===== src/rtl/fxmac_pkg.sv =====
package fxmac_pkg;
  typedef enum logic [1:0] {
    MAC_CLR  = 2'b00,
    MAC_LOAD = 2'b01,
    MAC_ADD  = 2'b10,
    MAC_SUB  = 2'b11
  } mac_op_e;
endpackage


===== src/rtl/fxmac_mult.sv =====
// Exact product of two operands with per-operand signedness, optionally
// doubled for signed fractional data, extended to the accumulator width.
module fxmac_mult #(
  parameter int OP_W    = 32,
  parameter int ACC_W   = 80,
  parameter bit FRAC_EN = 1'b1
) (
  input  logic [OP_W-1:0]  a,
  input  logic [OP_W-1:0]  b,
  input  logic             a_sgn,
  input  logic             b_sgn,
  input  logic             frac,
  output logic [ACC_W-1:0] prod_ext
);
  localparam int FULL_W = 2*OP_W + 2;
  localparam int EXT_W  = ACC_W - FULL_W;

  logic signed [OP_W:0]     ax, bx;
  logic signed [FULL_W-1:0] ax_w, bx_w, full, shaped;

  // one extra top bit carries the sign or a zero, so every pair is signed
  assign ax   = {a_sgn & a[OP_W-1], a};
  assign bx   = {b_sgn & b[OP_W-1], b};
  assign ax_w = {{(OP_W+1){ax[OP_W]}}, ax};
  assign bx_w = {{(OP_W+1){bx[OP_W]}}, bx};
  assign full = ax_w * bx_w;

  generate
    if (FRAC_EN) begin : g_frac
      assign shaped = (frac & a_sgn & b_sgn) ? {full[FULL_W-2:0], 1'b0} : full;
    end else begin : g_int
      logic unused_frac;
      assign unused_frac = frac;
      assign shaped      = full;
    end
  endgenerate

  assign prod_ext = {{EXT_W{shaped[FULL_W-1]}}, shaped};
endmodule


===== src/rtl/fxmac_acc.sv =====
// Accumulator register with clear, load, add and subtract.
module fxmac_acc
  import fxmac_pkg::*;
#(
  parameter int ACC_W = 80
) (
  input  logic             clk,
  input  logic             rst,
  input  logic             valid,
  input  mac_op_e          op,
  input  logic [ACC_W-1:0] prod_ext,
  output logic [ACC_W-1:0] acc_nxt,
  output logic [ACC_W-1:0] acc_q
);
  always_comb begin
    acc_nxt = acc_q;
    if (valid) begin
      unique case (op)
        MAC_CLR:  acc_nxt = '0;
        MAC_LOAD: acc_nxt = prod_ext;
        MAC_ADD:  acc_nxt = acc_q + prod_ext;
        MAC_SUB:  acc_nxt = acc_q - prod_ext;
        default:  acc_nxt = acc_q;
      endcase
    end
  end

  always_ff @(posedge clk) begin
    if (rst) acc_q <= '0;
    else     acc_q <= acc_nxt;
  end
endmodule


===== src/rtl/fxmac_readout.sv =====
// Read-out: low half, or clamp to the signed product range with a flag.
module fxmac_readout #(
  parameter int PROD_W = 64,
  parameter int ACC_W  = 80
) (
  input  logic [ACC_W-1:0]  acc,
  input  logic              sat,
  output logic [PROD_W-1:0] res,
  output logic              ovf
);
  localparam int TOP_W = ACC_W - PROD_W + 1;

  logic [TOP_W-1:0]  top;
  logic [PROD_W-1:0] pos_lim, neg_lim;

  assign top     = acc[ACC_W-1:PROD_W-1];
  assign ovf     = ~((&top) | ~(|top));
  assign pos_lim = {1'b0, {(PROD_W-1){1'b1}}};
  assign neg_lim = {1'b1, {(PROD_W-1){1'b0}}};

  always_comb begin
    res = acc[PROD_W-1:0];
    if (sat && ovf) res = acc[ACC_W-1] ? neg_lim : pos_lim;
  end
endmodule


===== src/rtl/fxmac_unit.sv =====
module fxmac_unit
  import fxmac_pkg::*;
#(
  parameter int  OP_W    = 32,
  parameter int  GUARD_W = 16,
  parameter bit  FRAC_EN = 1'b1,
  localparam int PROD_W  = 2*OP_W,
  localparam int ACC_W   = PROD_W + GUARD_W
) (
  input  logic              clk,
  input  logic              rst,
  input  logic              op_valid,
  input  logic [1:0]        op_code,
  input  logic              a_signed,
  input  logic              b_signed,
  input  logic              frac_mode,
  input  logic [OP_W-1:0]   op_a,
  input  logic [OP_W-1:0]   op_b,
  input  logic              rd_sat,
  output logic [ACC_W-1:0]  acc_q,
  output logic [PROD_W-1:0] result_q,
  output logic              ovf_q
);
  logic [ACC_W-1:0]  prod_ext, acc_nxt;
  logic [PROD_W-1:0] res_d;
  logic              ovf_d;

  fxmac_mult #(.OP_W(OP_W), .ACC_W(ACC_W), .FRAC_EN(FRAC_EN)) u_mult (
    .a(op_a), .b(op_b), .a_sgn(a_signed), .b_sgn(b_signed),
    .frac(frac_mode), .prod_ext(prod_ext)
  );

  fxmac_acc #(.ACC_W(ACC_W)) u_acc (
    .clk(clk), .rst(rst), .valid(op_valid), .op(mac_op_e'(op_code)),
    .prod_ext(prod_ext), .acc_nxt(acc_nxt), .acc_q(acc_q)
  );

  fxmac_readout #(.PROD_W(PROD_W), .ACC_W(ACC_W)) u_rd (
    .acc(acc_nxt), .sat(rd_sat), .res(res_d), .ovf(ovf_d)
  );

  always_ff @(posedge clk) begin
    if (rst) begin
      result_q <= '0;
      ovf_q    <= 1'b0;
    end else begin
      result_q <= res_d;
      ovf_q    <= ovf_d;
    end
  end
endmodule


===== config.mk =====
export PLATFORM = sky130hd
export DESIGN_NAME = fxmac_unit
export DESIGN_NICKNAME = d
export VERILOG_FILES = /design/src/rtl/fxmac_pkg.sv /design/src/rtl/fxmac_mult.sv /design/src/rtl/fxmac_acc.sv /design/src/rtl/fxmac_readout.sv /design/src/rtl/fxmac_unit.sv
export SDC_FILE = /design/constraint.sdc
export NUM_CORES = 2
export LEC_CHECK = 0
export ABC_AREA = 0
export BUFFER_PORTS_ARGS = -buffer_cell sky130_fd_sc_hd__buf_2
export CAP_MARGIN = 0
export CORE_ASPECT_RATIO = 1.1
export CORE_MARGIN = 5
export CORE_UTILIZATION = 60
export DETAILED_ROUTE_END_ITERATION = 8
export GPL_ROUTABILITY_DRIVEN = 0
export PLACE_DENSITY = 0.78
export SYNTH_ARGS = -nofsm -noshare
export SYNTH_HDL_FRONTEND = slang
export SYNTH_SLANG_ARGS = --single-unit

===== constraint.sdc =====
create_clock -name clk -period 18.4 [get_ports clk]
set_input_delay 1.84 -clock clk [delete_from_list [all_inputs] [get_ports clk]]
set_output_delay 1.84 -clock clk [all_outputs]
set_load 0.02 [all_outputs]

==> impl_metrics.yaml <==
setup_path:
  crit_required_ps: 18690
  crit_fanout: 63
  cpMostUsedCell: "fa_1"
  critPathBufInv: 8
  critPathMaxStageDelay_ps: 940
  path_class: "in -> reg"
  startpoint_type: "input pin"
  worstPathArrival_ps: 16650
  crit_path_top_delay_cell: "fa_1"
  crit_path_end_kind: "flip-flop"
  crit_family: "adder cells"
detailed_routing:
  wire_per_inst_um: 20.3
  vias: 45200
  drt_wl_total_um: 151000
  ant_nets: 0
  firstDrtPassIters: 8
  drc: 0
  first_iter_violations: 4391
  via_per_inst: 6.09
finish:
  fillers: 7491
  multi_input_area_um2: 45100
  regArea_um2: 2900
  drive_gt1_frac: 0.0544
  final_util: 0.624
  fin_cells: 7426
  area_growth_pct: 3.44
  finish.net_count: 7750
floorplan:
  design.core.area_um2: 89200
  io_pins: 218
  die_x_um: 296
  std_cell_rows: 115
  die_area_um2: 95800
  initial_core_util: 0.604
  die_h_um: 324
cts:
  postCtsHoldBufs: 0
  tritoncts: "yes"
  cts_resized: 0
  clock_latency_ps: 440
  root_buffer: "clkbuf_16"
  path_clk_slew_ps: 70
  cts.htree.levels: 4
  cts.sinks: 145
  cts_buffers: 17
  post_cts_buffers: 0
  cts_max_path_buffers: 2
run_status:
  status: "finished clean"
sta:
  timing.final.crit_share: 0.889
  fin_crit_ps: 16360
  skew_ps: 17.5
  slew_violations: 0
  hold_viol: 0
  tightest_slew_ps: 1190
  relSlewSlack: 0.208
  setup_viol: 0
  rsz0062_at_grt: "false"
  setup_tns_ps: 0
  worst_slack_ps: 2040
  fmax_mhz: 61.1
yosys:
  ys_seq_elements: 145
  synth_edf_count: 0
  synth.distinct_cells: 105
  yosysWarningCount: 0
  ys_seq_area_frac: 0.0539
  synth_cells: 6358
  syn_nets: 7874
  avgSynthCellArea_um2: 8.47
  synth_ff_type: "dfxtp_1"
  async_flop_share: 0
  syn_area_um2: 53800
flow_run:
  cap_viol_max_count: 0
global_routing:
  gr-total-overflow: 0
  grt_first_pass_wirelength_um: 247000
  antenna_found_initial: 7
  grt_pass1_vias: 47300
  grt_start_max_net_pins: 77
  grt_usage: 0.317
place:
  hpwl_um: 123000
  io_buffers: 217
  dp_worst_setup_slack_ps: 1790
  placed_cells: 7385
worst_hold_path:
  worstHoldPathType: "reg -> reg"
## cell usage in the layout, fill, tap and decap left out, types with 38 or more instances in the layout
cell type	count
o21ai_0	161
o2bb2ai_1	64
xnor2_1	100
inv_1	1154
fa_1	1146
nand3_1	53
nand2_1	930
nor3_1	81
o211ai_1	38
a21oi_1	267
dfxtp_1	145
nand4_1	77
ha_1	297
nor2_1	273
mux2i_1	84
buf_2	216
and3_1	39
a21o_1	49
and2_1	388
a211oi_1	62
xor2_1	75
## worst register-to-register path: stages (launching register included)
cell       delay, ps
dfxtp_1          350
ha_1             360
o21ai_0          160
a2111oi_0        990
a21oi_1          260
a211oi_1         570
nor2_1           190
o221ai_1         520
xor2_1           130
a222oi_1         390
buf_4            210
o2111ai_1        110
nor4b_1          620
nand2_4          710
mux2i_1          510
o2bb2ai_1        110
## state kept, by name, indices dropped and copies added, names as in the netlist
| name | cells |
|---|---|
| u_acc.acc_q | 80 |
| result_q | 64 |
| ovf_q | 1 |
## area by class of cell
cell class	count	area share
flip-flops and latches	145	0.0521
diodes	10	0.000449
clock buffers	18	0.00770
clock inverters	13	0.00234
inverters	1155	0.0778
repair buffers	245	0.0233
well taps	1170	0.0263
multi-input cells	4670	0.810
## synth_stat cells, types with 32 or more instances
library cell     n  area share
nand2_1        931       0.065
dfxtp_1        145       0.054
xor2_1          75       0.012
a211oi_1        62      0.0086
inv_1         1154       0.080
ha_1           297       0.069
clkbuf_1       349       0.024
mux2i_1         84       0.016
fa_1          1146        0.43
nand4_1         77      0.0089
o211ai_1        38      0.0053
o2bb2ai_1       64       0.010
a21oi_1        267       0.025
xnor2_1        100       0.016
and3_1          40      0.0046
nor2_1         274       0.019
nor3_1          81      0.0075
a21o_1          49      0.0068
and2_1         389       0.045
nand3_1         54      0.0050
o21a_1          32      0.0045
o21ai_0        161       0.015
a221oi_1        32      0.0052
## per-layer routing
| layer | vias up | GRT usage | wire length (um) |
|---|---|---|---|
| met5 | - | 0 | 21 |
| met4 | 4 | 0.0935 | 4750 |
| met3 | 410 | 0.0490 | 14100 |
| met2 | 2440 | 0.528 | 71800 |
| met1 | 22600 | 0.436 | 60000 |
| li1 | 19800 | - | - |
## per-stage QoR
step | hold WS, ps | area, um2
after floorplan | 580 | 53800
final | 551 | 55700
after CTS | 547 | 55700
after detailed placement | 543 | 55100
after global placement | 531 | 55100
after global routing | 580 | 55700
## cells by family (layout without fill, tap and decap cells)
| logic type | after synthesis | after routing | synth area share |
|---|---|---|---|
| AO/OA/AOI/OAI | 942 | 942 | 0.118 |
| XOR/XNOR | 175 | 175 | 0.0285 |
| adder cells (fa/ha/maj) | 1443 | 1443 | 0.495 |
| buffers and inverters | 1543 | 1431 | 0.109 |
| flip-flops | 145 | 145 | 0.0539 |
| multiplexers | 89 | 89 | 0.0167 |
| other | 0 | 10 | 0 |
| AND/OR/NAND/NOR | 2021 | 2021 | 0.179 |
## path summary, 6_finish.rpt
check / startpoint / end / cells past startpoint / slack [ps]
max: a_signed / result_q[10] / 44 / 2040
max reg2reg: u_acc.acc_q[5] / result_q[10] / 15 / 12080
min: u_acc.acc_q[41] / u_acc.acc_q[41] / 2 / 550
min reg2reg: u_acc.acc_q[41] / u_acc.acc_q[41] / 2 / 550
Power is left out: the tool's default activity adds up to more than one toggle a clock period on the data nets, which glitch-free logic cannot reach.
